## src/rtl/arq_pkg.sv

```systemverilog
package arq_pkg;
  typedef enum logic [1:0] {
    ST_IDLE = 2'd0,
    ST_TX   = 2'd1,
    ST_RXW  = 2'd2,
    ST_GAP  = 2'd3
  } arq_state_e;

  localparam logic [1:0] MODE_STBY = 2'd0;
  localparam logic [1:0] MODE_TX   = 2'd1;
  localparam logic [1:0] MODE_RX   = 2'd2;
endpackage

```

## src/rtl/arq_gap_timer.sv

```systemverilog
module arq_gap_timer #(
  parameter int STEP_CYCLES = 2500,
  parameter int CFG_W       = 4
) (
  input  logic             clk,
  input  logic             rst,
  input  logic             clr,
  input  logic [CFG_W-1:0] cfg_dly,
  output logic             win_end,
  output logic             gap_end
);
  localparam int TOT_MAX = (1 << CFG_W) * STEP_CYCLES;
  localparam int CW      = $clog2(TOT_MAX + 1);

  logic [CW-1:0] elapsed;
  logic [CW-1:0] tot_m1;

  // free-running elapsed-cycle counter, saturating, restarted at each tx end
  always_ff @(posedge clk) begin
    if (rst || clr) elapsed <= '0;
    else if (elapsed != '1) elapsed <= elapsed + CW'(1);
  end

  always_comb begin
    tot_m1  = (CW'(cfg_dly) + CW'(1)) * CW'(STEP_CYCLES) - CW'(1);
    win_end = (elapsed >= CW'(STEP_CYCLES - 1));
    gap_end = (elapsed >= tot_m1);
  end
endmodule

```

## src/rtl/arq_irq_flags.sv

```systemverilog
module arq_irq_flags #(
  parameter int NSRC = 2
) (
  input  logic            clk,
  input  logic            rst,
  input  logic [NSRC-1:0] set,
  input  logic [NSRC-1:0] clr,
  input  logic [NSRC-1:0] mask,
  output logic [NSRC-1:0] flag,
  output logic            irq_n
);
  genvar i;
  generate
    for (i = 0; i < NSRC; i++) begin : g_src
      always_ff @(posedge clk) begin
        if (rst)         flag[i] <= 1'b0;
        else if (set[i]) flag[i] <= 1'b1;
        else if (clr[i]) flag[i] <= 1'b0;
      end

      a_r10_clear_wins_alone: assert property (@(posedge clk) disable iff (rst)
        (clr[i] && !set[i]) |=> !flag[i]);
      a_r10_set_sticks: assert property (@(posedge clk) disable iff (rst)
        set[i] |=> flag[i]);
    end
  endgenerate

  assign irq_n = ~|(flag & ~mask);
endmodule

```

## src/rtl/arq_tx_engine.sv

```systemverilog
module arq_tx_engine
  import arq_pkg::*;
#(
  parameter int STEP_CYCLES = 2500,
  parameter int CFG_W       = 4
) (
  input  logic             clk,
  input  logic             rst,
  input  logic             trig,
  input  logic             pkt_noack,
  input  logic             fifo_nonempty,
  input  logic             tx_end,
  input  logic             ack_seen,
  input  logic             rx_active,
  input  logic [CFG_W-1:0] cfg_retry_max,
  input  logic [CFG_W-1:0] cfg_retry_dly,
  input  logic             clr_done,
  input  logic             clr_maxrt,
  input  logic             mask_done,
  input  logic             mask_maxrt,
  output logic [1:0]       radio_mode,
  output logic             fifo_pop,
  output logic             stat_done,
  output logic             stat_maxrt,
  output logic [CFG_W-1:0] retry_cnt,
  output logic             irq_n
);
  arq_state_e st;
  logic noack_q;
  logic win_end, gap_end;
  logic tx_fin, ack_ok, done_ev, win_close, retry_pt, fail_ev;
  logic [1:0] flags;

  always_comb begin
    tx_fin    = (st == ST_TX) && tx_end;
    ack_ok    = (st == ST_RXW) && ack_seen;
    done_ev   = (tx_fin && noack_q) || ack_ok;
    win_close = (st == ST_RXW) && !ack_seen && win_end && !rx_active;
    retry_pt  = (win_close && gap_end) || ((st == ST_GAP) && gap_end);
    fail_ev   = retry_pt && (retry_cnt == cfg_retry_max);
  end

  arq_gap_timer #(.STEP_CYCLES(STEP_CYCLES), .CFG_W(CFG_W)) u_timer (
    .clk     (clk),
    .rst     (rst),
    .clr     (tx_fin),
    .cfg_dly (cfg_retry_dly),
    .win_end (win_end),
    .gap_end (gap_end)
  );

  always_ff @(posedge clk) begin
    if (rst) begin
      st        <= ST_IDLE;
      noack_q   <= 1'b0;
      retry_cnt <= '0;
      fifo_pop  <= 1'b0;
    end else begin
      fifo_pop <= done_ev;
      unique case (st)
        ST_IDLE: if (trig && fifo_nonempty) begin
          st        <= ST_TX;
          retry_cnt <= '0;
          noack_q   <= pkt_noack;
        end
        ST_TX: if (tx_end) st <= noack_q ? ST_IDLE : ST_RXW;
        ST_RXW: begin
          if (ack_seen) st <= ST_IDLE;
          else if (win_close) begin
            if (!gap_end) st <= ST_GAP;
            else if (fail_ev) st <= ST_IDLE;
            else begin
              st        <= ST_TX;
              retry_cnt <= retry_cnt + CFG_W'(1);
            end
          end
        end
        ST_GAP: if (gap_end) begin
          if (fail_ev) st <= ST_IDLE;
          else begin
            st        <= ST_TX;
            retry_cnt <= retry_cnt + CFG_W'(1);
          end
        end
        default: st <= ST_IDLE;
      endcase
    end
  end

  always_comb begin
    unique case (st)
      ST_TX:   radio_mode = MODE_TX;
      ST_RXW:  radio_mode = MODE_RX;
      default: radio_mode = MODE_STBY;
    endcase
  end

  arq_irq_flags #(.NSRC(2)) u_flags (
    .clk   (clk),
    .rst   (rst),
    .set   ({fail_ev, done_ev}),
    .clr   ({clr_maxrt, clr_done}),
    .mask  ({mask_maxrt, mask_done}),
    .flag  (flags),
    .irq_n (irq_n)
  );
  assign stat_done  = flags[0];
  assign stat_maxrt = flags[1];

  a_r3_rx_follows_tx: assert property (@(posedge clk) disable iff (rst)
    (st == ST_TX && tx_end && !noack_q) |=> (radio_mode == MODE_RX));
  a_r4_window_held: assert property (@(posedge clk) disable iff (rst)
    (st == ST_RXW && rx_active && !ack_seen) |=> (radio_mode == MODE_RX));
  a_r5_single_pop: assert property (@(posedge clk) disable iff (rst)
    fifo_pop |=> !fifo_pop);
  a_r6_cnt_bounded: assert property (@(posedge clk) disable iff (rst)
    (st != ST_IDLE) |-> (retry_cnt <= cfg_retry_max));
  a_r8_payload_kept: assert property (@(posedge clk) disable iff (rst)
    $rose(stat_maxrt) |-> (!fifo_pop && radio_mode == MODE_STBY));
  a_r7_gap_is_standby: assert property (@(posedge clk) disable iff (rst)
    (st == ST_GAP && ack_seen && !gap_end) |=> (radio_mode == MODE_STBY));
endmodule

```

## config.mk

```make
export PLATFORM = sky130hd
export DESIGN_NAME = arq_tx_engine
export DESIGN_NICKNAME = d
export VERILOG_FILES = /design/src/rtl/arq_pkg.sv /design/src/rtl/arq_gap_timer.sv /design/src/rtl/arq_irq_flags.sv /design/src/rtl/arq_tx_engine.sv
export SDC_FILE = /design/constraint.sdc
export NUM_CORES = 1
export LEC_CHECK = 0
export ABC_AREA = 1
export CAP_MARGIN = 20
export CORE_ASPECT_RATIO = 1.75
export CORE_MARGIN = 2
export CORE_UTILIZATION = 45
export CTS_CLUSTER_SIZE = 16
export DETAILED_ROUTE_END_ITERATION = 6
export PLACE_DENSITY = 0.68
export SETUP_SLACK_MARGIN = 0.4
export SLEW_MARGIN = 30
export SYNTH_ARGS = -nofsm -noshare
export SYNTH_HDL_FRONTEND = slang
export SYNTH_SLANG_ARGS = --single-unit
```

## constraint.sdc

```tcl
create_clock -name clk -period 5.28 [get_ports clk]
set_input_delay 0.792 -clock clk [delete_from_list [all_inputs] [get_ports clk]]
set_output_delay 0.792 -clock clk [all_outputs]
set_load 0.05 [all_outputs]
```

Word-level counts from Yosys, hierarchy flattened

Index checks and enable logic that the tools add are counted.

Bits in registers: 26
Word-level logic and storage cells: 71

Add/subtract/negate cells: 4
$mul: 1
$lt $le $gt $ge: 2
Equality and inequality tests: 11
Muxes and demuxes: 20
Bitwise operators: 2
Reductions and logical operators: 24

Operator list:

| operator                                              | count |
|---|---|
| two-way mux 4 bit                                     | 5 |
| adder 16 x 1 -> 16 bit, second input constant         | 1 |
| >= comparator 16 x 12 -> 1 bit, second input constant | 1 |
| >= comparator 16 bit                                  | 1 |
| multiplier 16 x 10 -> 14 bit, second input constant   | 1 |
| != test 16 bit, second input constant                 | 1 |
| subtractor 16 x 1 -> 16 bit, second input constant    | 1 |
| two-way mux 2 bit                                     | 7 |
| one-hot mux 4 bit (3 select lines)                    | 1 |
| logical AND 1 bit                                     | 10 |
| != test 2 bit, second input constant                  | 5 |
| one-hot mux 2 bit (4 select lines)                    | 1 |
| AND reduction 4 bit                                   | 2 |
| adder 4 x 1 -> 5 bit, second input constant           | 1 |
| two-way mux 1 bit                                     | 5 |
| adder 4 x 1 -> 4 bit, second input constant           | 1 |
| == test 2 bit, second input constant                  | 2 |
| == test 4 bit                                         | 1 |
| one-hot mux 2 bit (2 select lines)                    | 1 |
| nonzero test 2 bit                                    | 2 |
| logical NOT 1 bit                                     | 3 |
| logical OR 1 bit                                      | 3 |
| != test 3 bit, second input constant                  | 1 |
| nonzero test 3 bit                                    | 1 |
| 6 further kinds                                       | 6 |

Logic depth before layout (Yosys ltp)

Gate-level depths: netlist of the first run.

Depth after elaboration: 12
Mapped depth: 35
Gate-level depth less buffers: 35

Cells and area by module

Synthesis of the first run repeated with hierarchy kept, for this count alone.

Cells, all modules: 438
Area total of the unflattened synthesis: 3,025.4 um2

By module, submodules not included:

| module        | times used | cells each | area an instance (um2) | sequential area each (um2) |
|---|---|---|---|---|
| arq_gap_timer | 1          | 323        | 2,269.7                | 320.3 |
| arq_tx_engine | 1          | 100        | 663.1                  | 160.2 |
| arq_irq_flags | 1          | 15         | 92.6                   | 40.0 |

Worst setup path after synthesis of the first run

No wires, ideal clock.

Path type: input-to-reg
From: input cfg_retry_dly[0]
To: register st[0]
Arrival: 5,070 ps
Path slack: 93 ps
Stages: 27
Path buffers: 0
Cell sequence: ha_1 xor2_1 inv_1 fa_1 inv_1 ha_1 ha_1 ha_1 a21oi_1 o21ai_1 xnor2_1 nand3_1 nor2_1 nand2_1 xnor2_1 ha_1 nand2_1 nor2_1 nand2_1 nor2_1 nand2_1 nand2_1 inv_1 o21ai_1 nand2_1 nor3_1 nor2_1

Word-level cells in the longest chain between the ends: 12

RTL lines:

| element                            | line                                     | RTL |
|---|---|---|
| start: declaration                 | arq_tx_engine.sv:16                      | `input logic [CFG_W-1:0] cfg_retry_dly,` |
| adder 4 x 1 -> 5 bit *             | arq_gap_timer.sv:25                      | `tot_m1 = (CW'(cfg_dly) + CW'(1)) * CW'(STEP_CYCLES) - CW'(1);` |
| multiplier 16 x 10 -> 14 bit *     | arq_gap_timer.sv:25                      |  |
| subtractor 16 x 1 -> 16 bit *      | arq_gap_timer.sv:25                      |  |
| >= comparator 16 bit *             | arq_gap_timer.sv:27                      | `gap_end = (elapsed >= tot_m1);` |
| logical AND 1 bit                  | arq_tx_engine.sv:39                      | `retry_pt = (win_close && gap_end) \|\| ((st == ST_GAP) && gap_end);` |
| logical OR 1 bit                   | arq_tx_engine.sv:39                      |  |
| logical AND 1 bit                  | arq_tx_engine.sv:40                      | `fail_ev = retry_pt && (retry_cnt == cfg_retry_max);` |
| two-way mux 1 bit                  | arq_tx_engine.sv:71, arq_tx_engine.sv:79 |  |
| two-way mux 2 bit                  | arq_tx_engine.sv:70                      | `if (!gap_end) st <= ST_GAP;` |
| two-way mux 2 bit                  | arq_tx_engine.sv:69                      | `else if (win_close) begin` |
| two-way mux 2 bit                  | arq_tx_engine.sv:68                      | `if (ack_seen) st <= ST_IDLE;` |
| one-hot mux 2 bit (4 select lines) | arq_tx_engine.sv:60                      | `unique case (st)` |
| end signal: assignment             | arq_tx_engine.sv:66                      | `ST_TX: if (tx_end) st <= noack_q ? ST_IDLE : ST_RXW;` |
| end: declaration                   | arq_tx_engine.sv:28                      | `arq_state_e st;` |

Every way passes the cells marked *; elsewhere a longest branch is shown, timed or not. The select of a mux whose other input is x is not followed.
A chain may end at the register's enable or synchronous reset.

Worst setup path in the final report of the first run

From: input cfg_retry_dly[1]
To: register retry_cnt[1]

Word-level cells in the longest chain between the ends: 12

RTL lines:

| element                              | line                | RTL |
|---|---|---|
| adder 4 x 1 -> 5 bit *               | arq_gap_timer.sv:25 |  |
| multiplier 16 x 10 -> 14 bit *       | arq_gap_timer.sv:25 |  |
| subtractor 16 x 1 -> 16 bit *        | arq_gap_timer.sv:25 |  |
| >= comparator 16 bit *               | arq_gap_timer.sv:27 |  |
| logical AND 1 bit                    | arq_tx_engine.sv:39 |  |
| logical OR 1 bit                     | arq_tx_engine.sv:39 |  |
| logical AND 1 bit                    | arq_tx_engine.sv:40 |  |
| two-way mux 4 bit                    | -                   |  |
| two-way mux 4 bit *                  | -                   |  |
| two-way mux 4 bit (2 in series)      | -                   |  |
| one-hot mux 4 bit (3 select lines) * | -                   |  |
| end signal: assignment               | arq_tx_engine.sv:74 | `retry_cnt <= retry_cnt + CFG_W'(1);` |
| end signal: assignment               | arq_tx_engine.sv:82 | `retry_cnt <= retry_cnt + CFG_W'(1);` |
| end: declaration                     | arq_tx_engine.sv:25 | `output logic [CFG_W-1:0] retry_cnt,` |

Marked as above.

==> flow_summary.yaml, run 1 <==
min_path:
  worstHoldPathType: "reg -> reg"
  whs_path_depth: 2
  hold_end: "u_timer.elapsed[1]"
  holdCritStartpoint: "u_timer.elapsed[1]"
sta:
  drv_slew: 0
  relSlewSlack: 0.6663
  timing.fmax_mhz: 197.9
  whs_ns: 0.4945
  setup_viol: 0
  period_share: 0.9568
  clock_skew_ns: 0.01055
  rsz0062_at_grt: "yes"
  hold_violations: 0
  tightest_slew_ns: 0.4990
  min_period_ns: 5.052
power:
  power.density_nw_per_um2: 273.0
  clkPwrFrac: 0.144
  pwr-share-seq: 0.208
  power.leakage_nw: 2.117
  p_switching_mw: 0.5063
  ir_drop_uv: 205.0
  intPower_mw: 0.6679
  combPwrFrac: 0.648
  power.total_mw: 1.174
  swShare: 0.4312
global_route:
  grt_use_met2: 0.5149
  grt_max_degree: 16
  grt_pass1_wl_mm: 13.57
  first_global_vias: 3161
  gr-usage-met1: 0.2243
  grt.total_usage: 0.2477
  grt_remaining_overflow: 0
  grt_util_met3: 0.01961
  busiest_layer: "met2"
  antenna_found_initial: 0
die:
  dieArea_um2: 6985
  initial_core_util: 0.4629
  core_area_um2: 6133
  fp.dieH_um: 109.1
  io_pins: 30
  row_count: 38
  dieWidth_um: 64.04
setup_path:
  setup.worst_path.end_class: "register"
  max_stage_delay_ns: 0.26
  crit_fanout: 4
  rr_startpoint: "u_timer.elapsed[0]"
  cpLargestDelayFamily: "buffers and inverters"
  reg2regPathDepth: 9
  cp_num_buf_inv: 24
  crit_path_top_delay_cell: "ha_1"
  crit_path_start_kind: "input port"
  r2r-end: "u_timer.elapsed[4]"
  rrSetupSlack_ns: 3.29
  cp_data_required_time_ns: 5.45
  worstSetupPathType: "in -> reg"
  worstPathArrival_ns: 5.22
  crit_top_cell: "buf_4"
placed_design:
  dp.cells: 548
  numPortBuffers: 29
  gp_congestion: 0.8219
  dpl.hpwl_mm: 5.689
detailed_routing:
  ant_nets: 0
  drt_iter0_drc: 139
  routed_wl_mm: 8.349
  drc: 0
  dr.pass1.iters: 4
  wire_per_inst_um: 13.78
  via_per_inst: 5.054
  vias: 3063
synthesis:
  yosysTopAreaCell: "ha_1"
  yosys_most_used_dff: "dfxtp_1"
  synth_nets: 469
  synth_cell_types: 36
  syn_inst: 402
  synth_edf_count: 0
  netlist_top_cells_area: "ha_1 19%, dfxtp_1 18%, nand2_1 10%, inv_1 8.6%, a21oi_1 4.9%"
  yosys-top-cells-count: "79 x nand2_1, 65 x inv_1, 43 x ha_1, 28 x a21oi_1, 26 x dfxtp_1"
  netlist_area_um2: 2839
  synth.avg_cell_area_um2: 7.062
  yosysSeqAreaShare: 0.1833
  synth_most_common_cell: "nand2_1"
  yosys_warnings: 0
  ys_async_sr_fraction: 0
  synth-seq-cells: 26
  synth_top_area_share: 0.1895
final_layout:
  syn_to_final_growth_pct: 51.52
  final_util: 0.7013
  nets: 594
  n_antenna_cell: 0
  fin_cells: 606
  drive_gt1_frac: 0.3631
cts:
  postCtsHoldBufs: 0
  cts_root_buf: "clkbuf_8"
  cts.sinks: 26
  cts_buffers: 3
  cts_tree: "done"
  clock_latency_ns: 0.28
  clockBufferDepth: 2
  h-tree-depth: 1
  clk_pin_slew_worst_paths_ns: 0.10
flow_run:
  maxCapViolCount: 0
run_status:
  status: "finished, final reports clean"
[layout by cell type (no fill, tap or decap), types with 9 or more instances in the layout]
| cell | instances |
|---|---|
| buf_4 | 91 |
| nand2_1 | 68 |
| inv_1 | 57 |
| ha_1 | 36 |
| dfxtp_1 | 26 |
| clkdlybuf4s50_1 | 25 |
| nor2_1 | 22 |
| a21oi_1 | 20 |
| inv_2 | 14 |
| nand2_2 | 13 |
| nand3_1 | 13 |
| xor2_1 | 12 |
| nand2_4 | 10 |
| nand4_1 | 9 |
| xnor2_1 | 9 |
[power by group through the flow]
stage / Combinational, mW / Clock [mW] / Sequential [mW]
after floorplan: 0.390 / 0 / 0.269
after global routing: 0.839 / 0.177 / 0.248
after CTS: 0.693 / 0.170 / 0.245
final: 0.761 / 0.169 / 0.245
after global placement: 0.609 / 0 / 0.248
after detailed placement: 0.617 / 0 / 0.249
[worst reg2reg max path, stage by stage, from the launching register on]
cell and delay [ns]:
dfxtp_1 0.39, ha_1 0.31, nand4_2 0.18, nor3_4 0.28, nand3_2 0.31, nand2_1 0.14, nor2_1 0.07, nand2_1 0.07
o21ai_1 0.06, a21oi_1 0.12
[registers in the layout (all words and copies together), names as in the netlist]
signal,flops
fifo_pop,1
noack_q,1
retry_cnt,4
st,2
u_flags.flag,2
u_timer.elapsed,16
[cells by family (layout without fill, tap and decap cells)]
| family | count (synthesis) | after routing | synth area share |
|---|---|---|---|
| DFF | 26 | 26 | 0.1833 |
| buffers and inverters | 74 | 198 | 0.1009 |
| adders and majority gates | 47 | 47 | 0.2177 |
| xor gates and xnor gates | 26 | 26 | 0.08814 |
| AOI/OAI and AO/OA | 59 | 59 | 0.1137 |
| and+or+nand+nor | 170 | 170 | 0.2962 |
[routing by layer]
metal | wire, µm | up-vias
li1 | - | 1548
met1 | 2908 | 1424
met2 | 4860 | 63
met3 | 166 | 28
met4 | 412 | 0
met5 | 0 | -
[stage by stage]
step	setup TNS [ns]	setup slack (ns)	cell area [µm²]
2_1_floorplan	0	0.4045	2925
3_3_place_gp	-2.340	-0.3825	3592
3_5_place_dp	-2.728	-0.4455	3592
4_1_cts	0	0.2932	4140
5_1_grt	-0.09726	-0.05091	4302
6_report	0	0.2279	4302
[worst max path at each step]
stage	from	end	slack [ns]	cells past startpoint
after floorplan	cfg_retry_dly[1]	st[0]	0.40	30
after global placement	cfg_retry_dly[1]	retry_cnt[1]	-0.38	33
after detailed placement	cfg_retry_dly[1]	st[0]	-0.45	32
after CTS	cfg_retry_dly[1]	retry_cnt[1]	0.29	35
after global routing	cfg_retry_dly[1]	st[0]	-0.05	31
final	cfg_retry_dly[1]	retry_cnt[1]	0.23	40
[layout make-up]
cell class / count / area [µm²]
Clock buffer: 3 / 41.29
Fill cell: 474 / 1832
Multi-Input combinational cell: 302 / 2338
Inverter: 72 / 272.8
Timing Repair Buffer: 122 / 998.5
Tap cell: 80 / 100.1
Clock inverter: 1 / 30.03
Sequential cell: 26 / 520.5
[what timing repair did]
action	CTS	global route
buffers inserted	51	3
resized for setup	43	31
pin swaps	26	38
setup endpoints to repair	7	7
hold endpoints to repair	0	0
No activity file was read; power rests on OpenSTA's default activity.
==> inputs of run 2 (changes only) <==
--- a/config.mk
+++ b/config.mk
@@ -12,5 +12,6 @@
 export CORE_UTILIZATION = 45
+export CTS_CLUSTER_DIAMETER = 30
 export CTS_CLUSTER_SIZE = 16
 export DETAILED_ROUTE_END_ITERATION = 6
-export PLACE_DENSITY = 0.68
+export PLACE_DENSITY = 0.66
 export SETUP_SLACK_MARGIN = 0.4
==> constraint.sdc (replaced) <==
create_clock -name clk -period 5.1 [get_ports clk]
set_input_delay 1.02 -clock clk [delete_from_list [all_inputs] [get_ports clk]]
set_output_delay 1.02 -clock clk [all_outputs]
set_load 0.05 [all_outputs]
==> run 2 against run 1 <==
Critical path depth shrank 7. Sequential power grew 4%. Critical endpoint unchanged. Sequential share of layout area grew 1.3 points. Flip-flop and latch count is the same. The run now ends with setup timing left. Via count shrank 7.4%. Final area shrank 10%. Clock skew grew 0.0013 ns.
==> flow_summary.yaml, run 2 (synthesis results as in run 1) <==
setup_path:
  rrSetupSlack_ns: 3.10
  rr_startpoint: "u_timer.elapsed[5]"
  worstPathArrival_ns: 5.41
  crit_path_top_delay_cell: "fa_1"
  crit_path_start: "cfg_retry_dly[1]"
  cp_num_buf_inv: 9
  crit_fanout: 4
  crit_path_start_kind: "input port"
  path_depth: 33
  worstSetupPathType: "in -> reg"
  cpLargestDelayFamily: "adder cells"
  cp_data_required_time_ns: 5.31
  r2r-end: "retry_cnt[0]"
  max_stage_delay_ns: 0.51
  setup.worst_path.end_class: "register"
  endpoint: "retry_cnt[1]"
  crit_top_cell: "inv_2"
  reg2regPathDepth: 12
placed_design:
  dpl.hpwl_mm: 5.897
  post-place-ws_ns: -0.9676
  placed_area_um2: 3636
  dp.cells: 548
  gp_congestion: 0.7799
  numPortBuffers: 29
power:
  power.density_nw_per_um2: 298.4
  power.leakage_nw: 1.844
  ir_drop_uv: 131.4
  power.total_mw: 1.155
die:
  dieArea_um2: 6985
  initial_core_util: 0.4629
  fp.dieH_um: 109.1
  row_count: 38
  io_pins: 30
  core_area_um2: 6133
  dieWidth_um: 64.04
min_path:
  worstHoldPathType: "reg -> reg"
cts:
  cts.sinks: 26
  cts_buffers: 3
  clk_pin_slew_worst_paths_ns: 0.10
  h-tree-depth: 1
  cts_root_buf: "clkbuf_8"
  clockBufferDepth: 2
  clock_latency_ns: 0.27
  cts_tree: "done"
global_route:
  antenna_found_initial: 0
  grt_util_met3: 0.01651
  grt_remaining_overflow: 0
  gr-usage-met1: 0.2104
  busiest_layer: "met2"
  first_global_vias: 2818
  grt.total_usage: 0.2198
  grt_max_degree: 16
  grt_pass1_wl_mm: 12.36
  grt_use_met2: 0.4740
detailed_routing:
  wire_per_inst_um: 12.63
  dr.pass1.iters: 4
  via_per_inst: 5.093
  drt_iter0_drc: 81
  vias: 2837
  ant_nets: 0
  drc: 0
  routed_wl_mm: 7.034
final_layout:
  top_regs: "u_timer.elapsed: 16 flops, retry_cnt: 4 flops"
  syn_to_final_growth_pct: 36.40
  n_antenna_cell: 0
  largest_reg_flops: 16
  stdcell_area_um2: 3872
  final_common_cell: "nand2_1"
  final_cell_mix: "70 x nand2_1, 58 x inv_1, 40 x buf_4"
  largest_register: "u_timer.elapsed"
  fin_cells: 557
  drive_gt1_frac: 0.2746
  nets: 545
sta:
  setup_viol: 7
  period_share: 1.020
  min_period_ns: 5.203
  drv_slew: 0
  clock_skew_ns: 0.01183
  rsz0062_at_grt: "yes"
  tightest_slew_ns: 0.5194
  whs_ns: 0.4940
  final.setup.worst_slack_ns: -0.1028
  timing.fmax_mhz: 192.2
  hold_violations: 0
  relSlewSlack: 0.6527
flow_run:
  maxCapViolCount: 0
run_status:
  violations: "setup timing"
  status: "finished, violations left"
## run 2: cell types whose count changed in the layout (fill, tap and decap cells not counted), moves of 2 or more
cell	before	now
buf_4	91	40
a21oi_1	20	22
nand2_1	68	70
o21ai_2	3	0
nand2_4	10	6
o21ai_1	7	9
buf_6	3	5
## run 2: report_power, final
part | leakage, nW | switching (mW) | internal [mW]
Clock | 0.0357 | 0.0661 | 0.105
Combinational | 1.60 | 0.403 | 0.326
Sequential | 0.211 | 0.0317 | 0.224
Total | 1.84 | 0.500 | 0.655
## run 2: cell type report
cell class,instances,area [µm²]
Clock buffer,3,41.29
Clock inverter,1,30.03
Fill cell,580,2261
Inverter,72,272.8
Multi-Input combinational cell,302,2281
Sequential cell,26,520.5
Tap cell,80,100.1
Timing Repair Buffer,73,626.9
## run 2: worst min path at each step
stage                       start                 end  slack (ns)  cells after the start
2_1_floorplan  u_timer.elapsed[0]  u_timer.elapsed[0]        0.45                      1
3_3_place_gp   u_timer.elapsed[0]  u_timer.elapsed[0]        0.47                      1
3_5_place_dp   u_timer.elapsed[1]  u_timer.elapsed[1]        0.48                      2
4_1_cts        u_timer.elapsed[1]  u_timer.elapsed[1]        0.49                      2
5_1_grt        u_timer.elapsed[1]  u_timer.elapsed[1]        0.52                      2
6_report       u_timer.elapsed[1]  u_timer.elapsed[1]        0.49                      2
## run 2: worst reg2reg max path, delay by kind of cell, from the launching register on
kind | cells | cell delay [ns]
and+or+nand+nor | 8 | 0.73
DFF | 1 | 0.52
adders and majority gates | 1 | 0.31
AOI/OAI and AO/OA | 2 | 0.28
buffers and inverters | 1 | 0.10
## run 2: through the flow
step | util | TNS [ns]
3_3_place_gp | 0.5928 | -5.584
4_1_cts | 0.6234 | -0.8322
6_report | 0.6314 | -0.5285
3_5_place_dp | 0.5928 | -6.524
5_1_grt | 0.6314 | -2.575
2_1_floorplan | - | 0
## run 2: layer usage
layer | part of all wire | wire length (µm) | vias up
li1 | - | - | 1463
met1 | 0.36 | 2537 | 1321
met2 | 0.61 | 4278 | 47
met3 | 0.019 | 133 | 6
met4 | 0.012 | 85 | 0
met5 | 0 | 0 | -
## run 2: what timing repair did
| action | 4_1_cts | 5_1_grt |
|---|---|---|
| resized for setup | 33 | 12 |
| endpoints found under the hold margin | 0 | 0 |
| hold buffers | 0 | 0 |
| endpoints found under the setup margin | 7 | 7 |
| buffers inserted | 5 | 0 |
| pin swaps | 23 | 5 |
